===== src/rtl/asp_pkg.sv =====
package asp_pkg;

  typedef enum logic [1:0] {
    ROUTE_NORMAL = 2'd0,
    ROUTE_ECHO   = 2'd1,
    ROUTE_LOCAL  = 2'd2,
    ROUTE_REMOTE = 2'd3
  } routeMode_t;

  typedef enum logic [1:0] {
    RX_IDLE  = 2'd0,
    RX_START = 2'd1,
    RX_DATA  = 2'd2
  } rxState_t;

  // strobes from the sequencing control to the datapath
  typedef struct packed {
    logic txLoad;    // move holding register into the shift register
    logic txShift;   // advance the outgoing frame by one bit
    logic rxSample;  // capture the receive line into the shift register
    logic rxPush;    // stop bit sampled: store the character
  } chanStrobes_t;

endpackage


===== src/rtl/asp_ctrl.sv =====
module asp_ctrl
  import asp_pkg::*;
#(
  parameter int DATA_W = 8,
  parameter int STOP_W = 4,
  parameter int OVS    = 16
) (
  input  logic              clk,
  input  logic              rstN,
  input  logic              baudTick,
  input  logic              cfgClk16,
  input  logic              cfgMultidrop,
  input  logic [STOP_W-1:0] cfgStop,
  input  logic              holdValid,
  input  logic              rxIn,
  output chanStrobes_t      strb,
  output logic              txBusy
);

  localparam int CNT_W = $clog2(OVS + (1 << STOP_W));
  localparam int BIT_W = $clog2(DATA_W + 3);
  localparam logic [CNT_W-1:0] MID_LIM = CNT_W'(OVS / 2 - 1);
  localparam logic [CNT_W-1:0] BIT_LIM = CNT_W'(OVS - 1);

  // ---------------- transmit sequencing ----------------
  logic             txActive;
  logic [CNT_W-1:0] txCnt;
  logic [BIT_W-1:0] txBit;
  logic [BIT_W-1:0] txLastIdx;
  logic             txLast;
  logic [CNT_W-1:0] txLim;
  logic             txEnd;

  always_comb begin
    txLastIdx = BIT_W'(DATA_W + 1) + BIT_W'(cfgMultidrop);
    txLast    = (txBit == txLastIdx);
    if (!cfgClk16)   txLim = '0;
    else if (txLast) txLim = BIT_LIM + CNT_W'(cfgStop);
    else             txLim = BIT_LIM;
    txEnd = txActive && baudTick && (txCnt == txLim);
  end

  always_ff @(posedge clk) begin
    if (!rstN) begin
      txActive <= 1'b0;
      txCnt    <= '0;
      txBit    <= '0;
    end else if (strb.txLoad) begin
      txActive <= 1'b1;
      txCnt    <= '0;
      txBit    <= '0;
    end else if (txEnd) begin
      txCnt <= '0;
      if (txLast) txActive <= 1'b0;
      else        txBit    <= txBit + 1'b1;
    end else if (txActive && baudTick) begin
      txCnt <= txCnt + 1'b1;
    end
  end

  // ---------------- receive sequencing ----------------
  rxState_t         rxState;
  logic [CNT_W-1:0] rxCnt;
  logic [BIT_W-1:0] rxBit;
  logic [BIT_W-1:0] rxDataBits;
  logic [CNT_W-1:0] rxSampLim;
  logic             rxAtSample;

  always_comb begin
    rxDataBits = BIT_W'(DATA_W) + BIT_W'(cfgMultidrop);
    rxSampLim  = cfgClk16 ? BIT_LIM : '0;
    rxAtSample = (rxState == RX_DATA) && baudTick && (rxCnt == rxSampLim);
  end

  always_ff @(posedge clk) begin
    if (!rstN) begin
      rxState <= RX_IDLE;
      rxCnt   <= '0;
      rxBit   <= '0;
    end else begin
      unique case (rxState)
        RX_IDLE: begin
          if (baudTick && !rxIn) begin
            rxCnt   <= '0;
            rxBit   <= '0;
            rxState <= cfgClk16 ? RX_START : RX_DATA;
          end
        end
        RX_START: begin
          if (baudTick) begin
            if (rxCnt == MID_LIM) begin
              rxCnt   <= '0;
              rxState <= rxIn ? RX_IDLE : RX_DATA;
            end else begin
              rxCnt <= rxCnt + 1'b1;
            end
          end
        end
        RX_DATA: begin
          if (rxAtSample) begin
            rxCnt <= '0;
            if (rxBit == rxDataBits) rxState <= RX_IDLE;
            else                     rxBit   <= rxBit + 1'b1;
          end else if (baudTick) begin
            rxCnt <= rxCnt + 1'b1;
          end
        end
        default: rxState <= RX_IDLE;
      endcase
    end
  end

  always_comb begin
    strb.txLoad   = holdValid && (!txActive || (txEnd && txLast));
    strb.txShift  = txEnd && !txLast;
    strb.rxSample = rxAtSample && (rxBit != rxDataBits);
    strb.rxPush   = rxAtSample && (rxBit == rxDataBits);
    txBusy        = txActive;
  end

endmodule


===== src/rtl/asp_datapath.sv =====
module asp_datapath
  import asp_pkg::*;
#(
  parameter int DATA_W    = 8,
  parameter int RXQ_DEPTH = 3
) (
  input  logic              clk,
  input  logic              rstN,
  input  chanStrobes_t      strb,
  input  routeMode_t        route,
  input  logic              cfgMultidrop,
  input  logic              txWrEn,
  input  logic [DATA_W-1:0] txWrData,
  input  logic              txWrAddr,
  input  logic              rxRdEn,
  input  logic              ovrClr,
  input  logic              rxd,
  output logic              txd,
  output logic              holdValid,
  output logic              rxIn,
  output logic [DATA_W-1:0] rxRdData,
  output logic              rxRdAddr,
  output logic              rxRdFerr,
  output logic              rxReady,
  output logic              rxFull,
  output logic              rxOverrun
);

  localparam int SH_W  = DATA_W + 3;
  localparam int ENT_W = DATA_W + 2;
  localparam int PTR_W = (RXQ_DEPTH > 1) ? $clog2(RXQ_DEPTH) : 1;
  localparam int QC_W  = $clog2(RXQ_DEPTH + 1);
  localparam logic [PTR_W-1:0] LAST_PTR = PTR_W'(RXQ_DEPTH - 1);
  localparam logic [QC_W-1:0]  FULL_CNT = QC_W'(RXQ_DEPTH);

  // ---------------- transmit holding and shift ----------------
  logic [DATA_W-1:0] holdData;
  logic              holdAddr;
  logic [SH_W-1:0]   txSh;
  logic              txLine;

  always_ff @(posedge clk) begin
    if (!rstN) begin
      holdValid <= 1'b0;
      holdData  <= '0;
      holdAddr  <= 1'b0;
    end else if (strb.txLoad) begin
      holdValid <= 1'b0;
    end else if (txWrEn && !holdValid) begin
      holdValid <= 1'b1;
      holdData  <= txWrData;
      holdAddr  <= txWrAddr;
    end
  end

  always_ff @(posedge clk) begin
    if (!rstN) begin
      txSh <= '1;
    end else if (strb.txLoad) begin
      txSh <= cfgMultidrop ? {1'b1, holdAddr, holdData, 1'b0}
                           : {2'b11, holdData, 1'b0};
    end else if (strb.txShift) begin
      txSh <= {1'b1, txSh[SH_W-1:1]};
    end
  end

  assign txLine = txSh[0];

  // ---------------- line routing ----------------
  always_comb begin
    unique case (route)
      ROUTE_ECHO:   begin txd = rxd;    rxIn = rxd;    end
      ROUTE_LOCAL:  begin txd = 1'b1;   rxIn = txLine; end
      ROUTE_REMOTE: begin txd = rxd;    rxIn = 1'b1;   end
      default:      begin txd = txLine; rxIn = rxd;    end
    endcase
  end

  // ---------------- receive shift ----------------
  logic [DATA_W:0]  rxSh;
  logic [ENT_W-1:0] newEnt;

  always_ff @(posedge clk) begin
    if (!rstN)              rxSh <= '0;
    else if (strb.rxSample) rxSh <= {rxIn, rxSh[DATA_W:1]};
  end

  // entry layout: {framing error, address flag, data}
  always_comb begin
    if (cfgMultidrop) newEnt = {!rxIn, rxSh[DATA_W], rxSh[DATA_W-1:0]};
    else              newEnt = {!rxIn, 1'b0, rxSh[DATA_W:1]};
  end

  // ---------------- receive queue ----------------
  logic [ENT_W-1:0] qMem [RXQ_DEPTH];
  logic [PTR_W-1:0] wrPtr, rdPtr;
  logic [QC_W-1:0]  qCount;
  logic             doPop, doPush, dropChar;

  always_comb begin
    doPop    = rxRdEn && (qCount != '0);
    doPush   = strb.rxPush && ((qCount != FULL_CNT) || doPop);
    dropChar = strb.rxPush && !doPush;
  end

  for (genvar gi = 0; gi < RXQ_DEPTH; gi++) begin : g_slot
    always_ff @(posedge clk) begin
      if (!rstN)                                   qMem[gi] <= '0;
      else if (doPush && (wrPtr == PTR_W'(gi)))    qMem[gi] <= newEnt;
    end
  end

  always_ff @(posedge clk) begin
    if (!rstN) begin
      wrPtr  <= '0;
      rdPtr  <= '0;
      qCount <= '0;
    end else begin
      if (doPush) wrPtr <= (wrPtr == LAST_PTR) ? '0 : wrPtr + 1'b1;
      if (doPop)  rdPtr <= (rdPtr == LAST_PTR) ? '0 : rdPtr + 1'b1;
      if (doPush && !doPop)      qCount <= qCount + 1'b1;
      else if (doPop && !doPush) qCount <= qCount - 1'b1;
    end
  end

  always_ff @(posedge clk) begin
    if (!rstN)         rxOverrun <= 1'b0;
    else if (dropChar) rxOverrun <= 1'b1;
    else if (ovrClr)   rxOverrun <= 1'b0;
  end

  always_comb begin
    {rxRdFerr, rxRdAddr, rxRdData} = qMem[rdPtr];
    rxReady = (qCount != '0);
    rxFull  = (qCount == FULL_CNT);
  end

endmodule


===== src/rtl/async_serial_port.sv =====
module async_serial_port
  import asp_pkg::*;
#(
  parameter int DATA_W    = 8,
  parameter int RXQ_DEPTH = 3,
  parameter int STOP_W    = 4
) (
  input  logic              clk,
  input  logic              rstN,
  input  logic              baudTick,
  input  logic [1:0]        cfgMode,
  input  logic              cfgClk16,
  input  logic [STOP_W-1:0] cfgStop,
  input  logic              cfgMultidrop,
  input  logic              txWrEn,
  input  logic [DATA_W-1:0] txWrData,
  input  logic              txWrAddr,
  output logic              txReady,
  output logic              txEmpty,
  input  logic              rxRdEn,
  output logic [DATA_W-1:0] rxRdData,
  output logic              rxRdAddr,
  output logic              rxRdFerr,
  output logic              rxReady,
  output logic              rxFull,
  output logic              rxOverrun,
  input  logic              ovrClr,
  input  logic              rxd,
  output logic              txd
);

  chanStrobes_t strb;
  logic         holdValid;
  logic         rxIn;
  logic         txBusy;

  asp_ctrl #(.DATA_W(DATA_W), .STOP_W(STOP_W), .OVS(16)) u_ctrl (
    .clk          (clk),
    .rstN         (rstN),
    .baudTick     (baudTick),
    .cfgClk16     (cfgClk16),
    .cfgMultidrop (cfgMultidrop),
    .cfgStop      (cfgStop),
    .holdValid    (holdValid),
    .rxIn         (rxIn),
    .strb         (strb),
    .txBusy       (txBusy)
  );

  asp_datapath #(.DATA_W(DATA_W), .RXQ_DEPTH(RXQ_DEPTH)) u_dp (
    .clk          (clk),
    .rstN         (rstN),
    .strb         (strb),
    .route        (routeMode_t'(cfgMode)),
    .cfgMultidrop (cfgMultidrop),
    .txWrEn       (txWrEn),
    .txWrData     (txWrData),
    .txWrAddr     (txWrAddr),
    .rxRdEn       (rxRdEn),
    .ovrClr       (ovrClr),
    .rxd          (rxd),
    .txd          (txd),
    .holdValid    (holdValid),
    .rxIn         (rxIn),
    .rxRdData     (rxRdData),
    .rxRdAddr     (rxRdAddr),
    .rxRdFerr     (rxRdFerr),
    .rxReady      (rxReady),
    .rxFull       (rxFull),
    .rxOverrun    (rxOverrun)
  );

  assign txReady = !holdValid;
  assign txEmpty = !holdValid && !txBusy;

endmodule


===== config.mk =====
export PLATFORM = sky130hd
export DESIGN_NAME = async_serial_port
export DESIGN_NICKNAME = d
export VERILOG_FILES = /design/src/rtl/asp_pkg.sv /design/src/rtl/asp_ctrl.sv /design/src/rtl/asp_datapath.sv /design/src/rtl/async_serial_port.sv
export SDC_FILE = /design/constraint.sdc
export NUM_CORES = 1
export LEC_CHECK = 0
export BUFFER_PORTS_ARGS = -buffer_cell sky130_fd_sc_hd__buf_2
export CORE_ASPECT_RATIO = 1.2
export CORE_MARGIN = 2
export CORE_UTILIZATION = 50
export CTS_BUF_LIST = sky130_fd_sc_hd__clkbuf_4
export DETAILED_ROUTE_END_ITERATION = 10
export GPL_ROUTABILITY_DRIVEN = 0
export PLACE_DENSITY = 0.69
export SLEW_MARGIN = 20
export SYNTH_ARGS = -nofsm -noshare
export SYNTH_HDL_FRONTEND = slang
export SYNTH_HIERARCHICAL = 1
export SYNTH_SLANG_ARGS = --single-unit

===== constraint.sdc =====
create_clock -name clk -period 4.04 [get_ports clk]
set_input_delay 1.212 -clock clk [delete_from_list [all_inputs] [get_ports clk]]
set_output_delay 1.212 -clock clk [all_outputs]
set_load 0.02 [all_outputs]

==> impl_metrics.ini, run 1 <==
[route]
vias_per_cell = 5.34
drt_iter0_drc = 107
drc = 0
vias = 3303
ant_nets = 0
finalWirelength_mm = 8.64
dr.pass1.iters = 4
wire_per_inst_um = 14.0

[final_layout]
fin_util = 0.572
drive_above_1_share = 0.188
final_cells = 618
stdcell_area_mm2 = 0.00495
finalNetCount = 531
fillers = 786
syn_to_final_growth_pct = 10.6
num_antenna_cells = 0

[job]
drv_cap = 0

[clock_network]
cts.repair.resized = 0
cts_buffers = 9
clk_pin_slew_worst_paths_ps = 140
postCtsHoldBufs = 0
cts_root_buffer = clkbuf_4
htree_levels = 3
cts_tree = built
clk_path_buf_depth = 2
cts_setup_buffers = 0
clock_latency_ps = 400
clock_sinks = 89

[worst_setup_path]
cp-start-kind = input port
worst_ep_required_time_ps = 4320
arrival_ps = 3590
worstPathMaxFanout = 9
cp-end-kind = flip-flop
r2r_start = u_ctrl/rxState[0]$_SDFFE_PN0P_
reg2reg_depth = 9
crit_path_start = cfgStop[0]
path_class = in2reg

[grt]
grt_usage = 0.183
grt_max_degree = 38
grt.overflow.total = 0
grt_pass1_wl_mm = 14.6
antenna_found_initial = 0
grt_pass1_vias = 3170

[power_and_ir_drop]
ir_worst_vdd_uv = 159
leakagePower_nw = 1.79
power.density_mw_per_mm2 = 358

[worst_hold_path]
hold_depth = 2
min_from = u_dp/holdData[3]$_SDFFE_PN0P_
hp-class = reg2reg

[timing]
hold_slack_ps = 495
relSlewSlack = 0.491
final.setup.tns_ps = 0
skew_ps = 14.4
fmax_mhz = 302
tightest_slew_ps = 759
rsz0062_at_grt = false
post-route-min-period_ps = 3310
finalCritPeriodShare = 0.820
hold_viol_final = 0
finalSetupViolCount = 0
maxSlewViolCount = 0

[die]
coreArea_mm2 = 0.00866
fp.dieW_um = 90.4
start_util = 0.517
io_pins = 40
fp-row-count = 37
die_h_um = 108
die-area_mm2 = 0.00973

[logic_synthesis]
synth_seq_cells = 89
synth_area_mm2 = 0.00448
netlist_top_cells_area = dfxtp_1 (26%), edfxtp_1 (20%), mux2i_1 (8.9%), nor2_1 (5.7%), nand2_1 (4.1%)
synth_ff_type = dfxtp_1
syn-num-nets = 495
syn_inst = 461
ys_types = 66
ys_warn_count = 6
synth_top_area_share = 0.264
synth_edf_count = 30
yosysTopAreaCell = dfxtp_1
synthArstFlopShare = 0
yosysSeqAreaShare = 0.465
syn_area_per_cell_um2 = 9.71

[place]
placedCellCount = 603
placed_cell_area_mm2 = 0.00480
dp_hpwl_mm = 6.40
port_buffers = 39

[outcome]
status = finished, final reports clean
synthesized netlist by cell type (all sizes together), types with 3 or more instances:
cell type	count
or3	7
o31ai	3
dfxtp	59
or4	4
o21ai	23
nor3b	7
ha	10
nor2b	4
nor3	13
a21oi	10
nand3	8
mux2	16
xor2	4
inv	13
o41ai	3
xnor2	7
a21boi	6
nor2	68
mux2i	40
clkbuf	15
o211ai	3
nand2	49
o22ai	3
buf	8
and3b	3
nand4b	4
edfxtp	30
and2	6
worst max-delay path, cell delays in order:
cell and delay, ps:
buf_2 130, inv_1 60, ha_1 170, or3b_1 390, nand3_1 100, a211oi_1 60
o31ai_2 570, o41ai_2 190, nor3b_1 220, buf_4 240, mux2i_1 210, nor2_1 50
report_power, final:
group	switching (mW)	leakage (nW)	internal, mW	total, mW
clock	0.280	0.0798	0.246	0.526
combinational	0.155	0.927	0.105	0.260
sequential	0.0246	0.779	0.960	0.985
placed cells by master, fill, tap and decap left out, types with 4 or more instances in the layout:
cell       n
edfxtp_1  30
nand2_1   49
nand4b_1   4
xnor2_1    7
xor2_1     4
nor2_1    68
a21oi_1   10
inv_1     13
or3_1      7
a21boi_0   4
and2_1     5
mux2_2    16
ha_1      10
o21ai_0   22
dfxtp_1   59
clkbuf_4   9
buf_4      9
mux2i_1   40
buf_2     39
nand3_1    8
nor2b_1    4
nor3_1    11
nor3b_1    6
per-stage QoR:
stage / setup WS [ps] / power (mW)
global route: 532 / 1.86
floorplan: 572 / 1.19
finish: 727 / 1.77
global placement: 413 / 1.26
CTS: 756 / 1.78
detailed placement: 321 / 1.26
flip-flops by register name, summed over array words and instances, names as in the netlist, 2 cells and up, named ones only:
signal	flops
u_dp/qMem	30
u_ctrl/txBit	4
u_dp/qCount	2
u_ctrl/rxBit	4
u_ctrl/txCnt	5
u_ctrl/rxCnt	5
u_ctrl/rxState	2
u_dp/rdPtr	2
u_dp/rxSh	9
u_dp/holdData	8
u_dp/wrPtr	2
u_dp/txSh	10
cell type report:
cell class | count | area [um^2] | area share
Clock inverter | 6 | 83.8 | 0.0169
Tap cell | 117 | 146 | 0.0296
Inverter | 14 | 52.6 | 0.0106
Sequential cell | 89 | 2080 | 0.421
Timing Repair Buffer | 48 | 263 | 0.0531
Clock buffer | 9 | 67.6 | 0.0136
Multi-Input combinational cell | 335 | 2260 | 0.456
metal layers:
metal / up-vias / track usage / wire length, um
li1: 1707 / - / -
met1: 1550 / 0.221 / 3850
met2: 44 / 0.334 / 4500
met3: 2 / 0.0287 / 245
met4: 0 / 0.0626 / 47
met5: - / 0 / 0
cells by family (layout without fill, tap and decap cells):
family	Yosys count	count (layout)	share of synthesized area
AO/OA/AOI/OAI	71	71	0.113
flip-flops	89	89	0.465
buffers and inverters	37	77	0.0344
adder cells (fa/ha/maj)	10	10	0.0279
AND/OR/NAND/NOR	187	187	0.208
XOR/XNOR	11	11	0.0215
multiplexers	56	56	0.130
worst paths after layout:
kind | end | slack, ps
worst min register to register | u_dp/txSh[4]$_SDFFE_PN1P_ | 500
worst min-delay path | u_dp/txSh[4]$_SDFFE_PN1P_ | 500
worst max register to register | u_dp/qMem[0][8]$_SDFFCE_PN0P_ | 1160
worst max-delay path | u_dp/holdData[3]$_SDFFE_PN0P_ | 730
Note: power is estimated with default switching activity, not from simulation.
==> inputs of run 2 (changes only) <==
ABC_AREA = 1   (was not set)
clock period = 3.09 ns   (was 4.04 ns; I/O delays follow)
==> run 2 against run 1 <==
Setup slack lost 400 ps. Die area shrank 0.91%. Total power grew 36%. Routed wire length grew 3.9%. Clock power grew 11%. Clock skew grew 6.4 ps. Sequential share of layout area grew 0.89 points. Register-to-register slack lost 470 ps. Critical endpoint is now rxRdData[4]. Flip-flop and latch count is the same. Largest power group unchanged. Worst hold slack lost 22 ps.
==> impl_metrics.ini, run 2 <==
[logic_synthesis]
yosysTopAreaCell = dfxtp_1
syn_area_per_cell_um2 = 7.88
synth_ff_type = dfxtp_1
netlist_top_cells_area = dfxtp_1 (27%), edfxtp_1 (20%), nor2_1 (9.8%), nand2_1 (7.5%), a21oi_1 (5.1%)
synth_top_area_share = 0.266
synthArstFlopShare = 0
ys_types = 41
yosysMostFrequentCell = nor2_1
synth_seq_cells = 89
syn-num-nets = 597
synth_edf_count = 30
syn_inst = 563
ys_warn_count = 6
yosysSeqAreaShare = 0.469
synth_area_mm2 = 0.00444
synth_commonest_cells = nor2_1 (116), nand2_1 (89), dfxtp_1 (59)

[timing]
skew_ps = 20.7
post-route-min-period_ps = 2760
maxSlewViolCount = 0
hold_viol_final = 0
relSlewSlack = 0.636
finalCritPeriodShare = 0.894
rsz0062_at_grt = false
final.setup.tns_ps = 0
tightest_slew_ps = 539
fmax_mhz = 362
finalSetupViolCount = 0

[grt]
grt.overflow.total = 0
grt_max_degree = 28
grt_pass1_wl_mm = 15.2
grt_pass1_vias = 3390
antenna_found_initial = 0
grt_usage = 0.195

[route]
drt_iter0_drc = 158
finalWirelength_mm = 8.98
dr.pass1.iters = 5
drc = 0
wl_met2_mm = 4.57
wl_met3_um = 285
vias = 3723
met1_length_mm = 4.00
wire_per_inst_um = 12.3
highest_layer = met4
vias_per_cell = 5.11
ant_nets = 0

[clock_network]
cts_setup_buffers = 0
clock_latency_ps = 450
clk_path_buf_depth = 2
clock_sinks = 89
cts.repair.resized = 0
cts_root_buffer = clkbuf_4
cts_tree = built
htree_levels = 3
clk_pin_slew_worst_paths_ps = 130
cts_buffers = 9
postCtsHoldBufs = 0

[final_layout]
fillers = 820
fin_util = 0.563
mostFrequentLayoutCell = nor2_1
finalNetCount = 640
layout_common_cells = nor2_1 (116), nand2_1 (89), dfxtp_1 (59)
largestRegisters = u_dp/qMem (30), u_dp/txSh (10), u_dp/rxSh (9)
largest_register_ffs = 30
drive_above_1_share = 0.160
num_antenna_cells = 0
syn_to_final_growth_pct = 9.31
regMostFlops = u_dp/qMem

[power_and_ir_drop]
power.density_mw_per_mm2 = 496
leakagePower_nw = 2.02
p_clk_frac = 0.242
pwr-share-seq = 0.553
p_int_mw = 1.62
p_sw_frac = 0.325
ir_worst_vdd_uv = 257
total_power_mw = 2.40
p_comb_frac = 0.205
switchingPower_uw = 782

[worst_setup_path]
arrival_ps = 1840
cp-end-kind = output pin
max_stage_delay_ps = 590
critPathSlowestCell = dfxtp_1
crit_buf_inv = 2
crit_family = flip-flops
worst_ep_required_time_ps = 2160
cp-start-kind = flip-flop
crit_chain = clkinv_1 -> nor2_1 -> a21oi_1 -> buf_2
path_class = reg2out
worstPathMaxFanout = 11

[place]
port_buffers = 39
dp_hpwl_mm = 6.53

[die]
fp-row-count = 37
start_util = 0.515
die-area_mm2 = 0.00964
die_h_um = 107
fp.dieW_um = 90.0
coreArea_mm2 = 0.00861
io_pins = 40

[worst_hold_path]
hp-class = reg2reg

[job]
drv_cap = 0

[outcome]
status = finished, final reports clean
run 2: metrics by stage:
stage               area (um^2)  hold slack [ps]  setup WS (ps)  std cells
floorplan                  4440              438            476        563
global placement           4730              451            137        712
detailed placement         4730              456            105        712
CTS                        4850              479            297        728
global route               4850              511            124        728
finish                     4850              473            327        728
run 2: final cells by class:
cell class	instances	area, um^2	share of cell area
repair buffers	47	255	0.0526
inverters	67	251	0.0519
flip-flops and latches	89	2080	0.429
well taps	117	146	0.0302
clock buffers	10	75.1	0.0155
clock inverters	6	43.8	0.00903
multi-input cells	392	1990	0.411
run 2: kinds of logic after synthesis:
logic type	count (synthesis)	share of synthesized area
xor+xnor	9	0.0178
buf+inv	82	0.0810
mux	2	0.00451
simple gates	273	0.282
fa+ha+maj	10	0.0282
compound gates	98	0.118
flops	89	0.469
run 2: tightest hold or removal path, stage by stage, from the launching register on:
cell,delay (ps)
dfxtp_1,330
nand2_1,60
a21oi_1,50
run 2: worst paths after layout:
path         slack, ps                      startpoint                           to  depth (start not counted)
max reg2reg        690  u_ctrl/rxState[0]$_SDFFE_PN0P_  u_dp/qCount[1]$_SDFFE_PN0P_                         15
min                470     u_dp/rxOverrun$_SDFFE_PN0P_  u_dp/rxOverrun$_SDFFE_PN0P_                          2
min reg2reg        470     u_dp/rxOverrun$_SDFFE_PN0P_  u_dp/rxOverrun$_SDFFE_PN0P_                          2
max                330                       flip-flop                  rxRdData[4]                          4
run 2: power groups by stage:
stage               Clock [mW]  Combinational (mW)  Sequential [mW]
finish                   0.582               0.493             1.33
global route             0.651               0.555             1.34
CTS                      0.602               0.492             1.33
detailed placement           0               0.490             1.35
global placement             0               0.479             1.35
floorplan                    0               0.371             1.33
run 2: metal layers:
| layer | GRT usage | up-vias |
|---|---|---|
| met1 | 0.241 | 1727 |
| met2 | 0.343 | 63 |
| met4 | 0.0681 | 0 |
| met3 | 0.0365 | 13 |
| li1 | - | 1920 |
| met5 | 0 | - |
==> inputs of run 3 (changes only) <==
==> constraint.sdc (replaced) <==
create_clock -name clk -period 3.09 [get_ports clk]
set_input_delay 0.618 -clock clk [delete_from_list [all_inputs] [get_ports clk]]
set_output_delay 0.618 -clock clk [all_outputs]
set_load 0.02 [all_outputs]
==> run 3 against run 2 <==
Clock skew down 13 ps. Design area is 0.75% higher. Routed wire length is essentially flat. Sequential share of layout area fell by 0.32 points. Flip-flop and latch count unchanged. Final cell count fell by 0.55%.
==> impl_metrics.ini, run 3 (synthesis results as in run 2) <==
[outcome]
status = finished, final reports clean

[place]
post-place-ws_ps = 293
dp_hpwl_mm = 6.64
placed_cell_area_mm2 = 0.00470
port_buffers = 39

[clock_network]
cts.repair.resized = 0
clk_pin_slew_worst_paths_ps = 130
cts_tree = built
cts_setup_buffers = 0
postCtsHoldBufs = 0
cts_buffers = 9
htree_levels = 3
cts_root_buffer = clkbuf_4
clock_latency_ps = 450
clock_sinks = 89
clk_path_buf_depth = 2

[final_layout]
regMostFlops = u_dp/qMem
largestRegisters = u_dp/qMem (30), u_dp/txSh (10), u_dp/rxSh (9)
num_antenna_cells = 0
syn_to_final_growth_pct = 10.1
finalNetCount = 636
fillers = 853
mostFrequentLayoutCell = nor2_1
largest_register_ffs = 30
drive_above_1_share = 0.153
layout_common_cells = nor2_1 (116), nand2_1 (89), dfxtp_1 (59)
stdcell_area_mm2 = 0.00488

[worst_setup_path]
path_class = reg2out
worst_ep_required_time_ps = 2470
cp-start-kind = flip-flop
worstPathMaxFanout = 11
cp-end-kind = output pin
r2r_start = u_ctrl/rxState[0]$_SDFFE_PN0P_
arrival_ps = 1900

[power_and_ir_drop]
power.density_mw_per_mm2 = 537
ir_worst_vdd_uv = 298
pwr-share-seq = 0.506
p_int_mw = 1.87
p_sw_frac = 0.288
switchingPower_uw = 757
p_comb_frac = 0.186
p_clk_frac = 0.308
leakagePower_nw = 2.03

[die]
die_h_um = 107
fp.dieW_um = 90.0
fp-row-count = 37
start_util = 0.515
io_pins = 40
die-area_mm2 = 0.00964
coreArea_mm2 = 0.00861

[timing]
setup_slack_ps = 570
relSlewSlack = 0.635
fmax_mhz = 397
finalCritPeriodShare = 0.815
hold_slack_ps = 408
skew_ps = 8.02
final.setup.tns_ps = 0
maxSlewViolCount = 0
finalSetupViolCount = 0
rsz0062_at_grt = false
hold_viol_final = 0
tightest_slew_ps = 541
post-route-min-period_ps = 2520

[grt]
grt_pass1_wl_mm = 15.4
grt_usage = 0.197
antenna_found_initial = 0
grt_max_degree = 26
grt.overflow.total = 0
grt_pass1_vias = 3498

[route]
drc = 0
finalWirelength_mm = 8.98
vias_per_cell = 5.16
vias = 3734
dr.pass1.iters = 4
wire_per_inst_um = 12.4
ant_nets = 0
drt_iter0_drc = 142

[worst_hold_path]
min_from = txWrAddr
hp-class = in2reg

[job]
drv_cap = 0
## run 3: changes by cell type in the layout (fill, tap and decap cells not counted)
cell,change
buf_4,-4
bufinv_16,+3
clkbuf_4,+1
clkinv_1,+1
clkinv_4,-2
clkinv_2,-2
clkinvlp_4,-1
## run 3: critical path, cell delays in order, from the launching register on
cell and delay, ps:
dfxtp_1 620, clkinv_1 410, nor2_1 210, a21oi_1 50, buf_2 160
## run 3: layer usage
metal  vias up  wire length (um)  GRT usage
li1       1925                 -          -
met1      1735              3880      0.216
met2        56              4580      0.364
met3        18               297     0.0520
met4         0               223     0.0758
met5         -                 0          0
## run 3: area by class of cell
| class | instances | area, um^2 | share of cell area |
|---|---|---|---|
| sequential | 89 | 2080 | 0.426 |
| multi-input combinational | 392 | 1990 | 0.408 |
| inverter | 67 | 251 | 0.0515 |
| timing repair buffer | 43 | 225 | 0.0461 |
| tap | 117 | 146 | 0.0300 |
| clock inverter | 5 | 103 | 0.0210 |
| clock buffer | 11 | 82.6 | 0.0169 |
## run 3: stage by stage
step | utilization | instances | power (mW)
global placement | 0.546 | 708 | 1.83
detailed placement | 0.546 | 708 | 1.84
floorplan | - | 563 | 1.71
finish | 0.567 | 724 | 2.62
CTS | 0.567 | 724 | 2.65
global route | 0.567 | 724 | 2.76
## run 3: final timing paths
path / slack [ps] / cells after the start / end
setup / recovery: 570 / 4 / rxRdData[2]
setup reg to reg: 580 / 9 / u_dp/qMem[1][3]$_SDFFCE_PN0P_
hold / removal: 410 / 3 / u_dp/holdAddr$_SDFFE_PN0P_
hold reg to reg: 470 / 2 / u_dp/rxOverrun$_SDFFE_PN0P_
## run 3: power by group through the flow
stage          clock network [mW]  registers (mW)  logic (mW)
2_1_floorplan                   0            1.33       0.371
3_3_place_gp                    0            1.35       0.473
3_5_place_dp                    0            1.35       0.486
4_1_cts                     0.830            1.33       0.487
5_1_grt                     0.871            1.34       0.552
6_report                    0.809            1.33       0.487
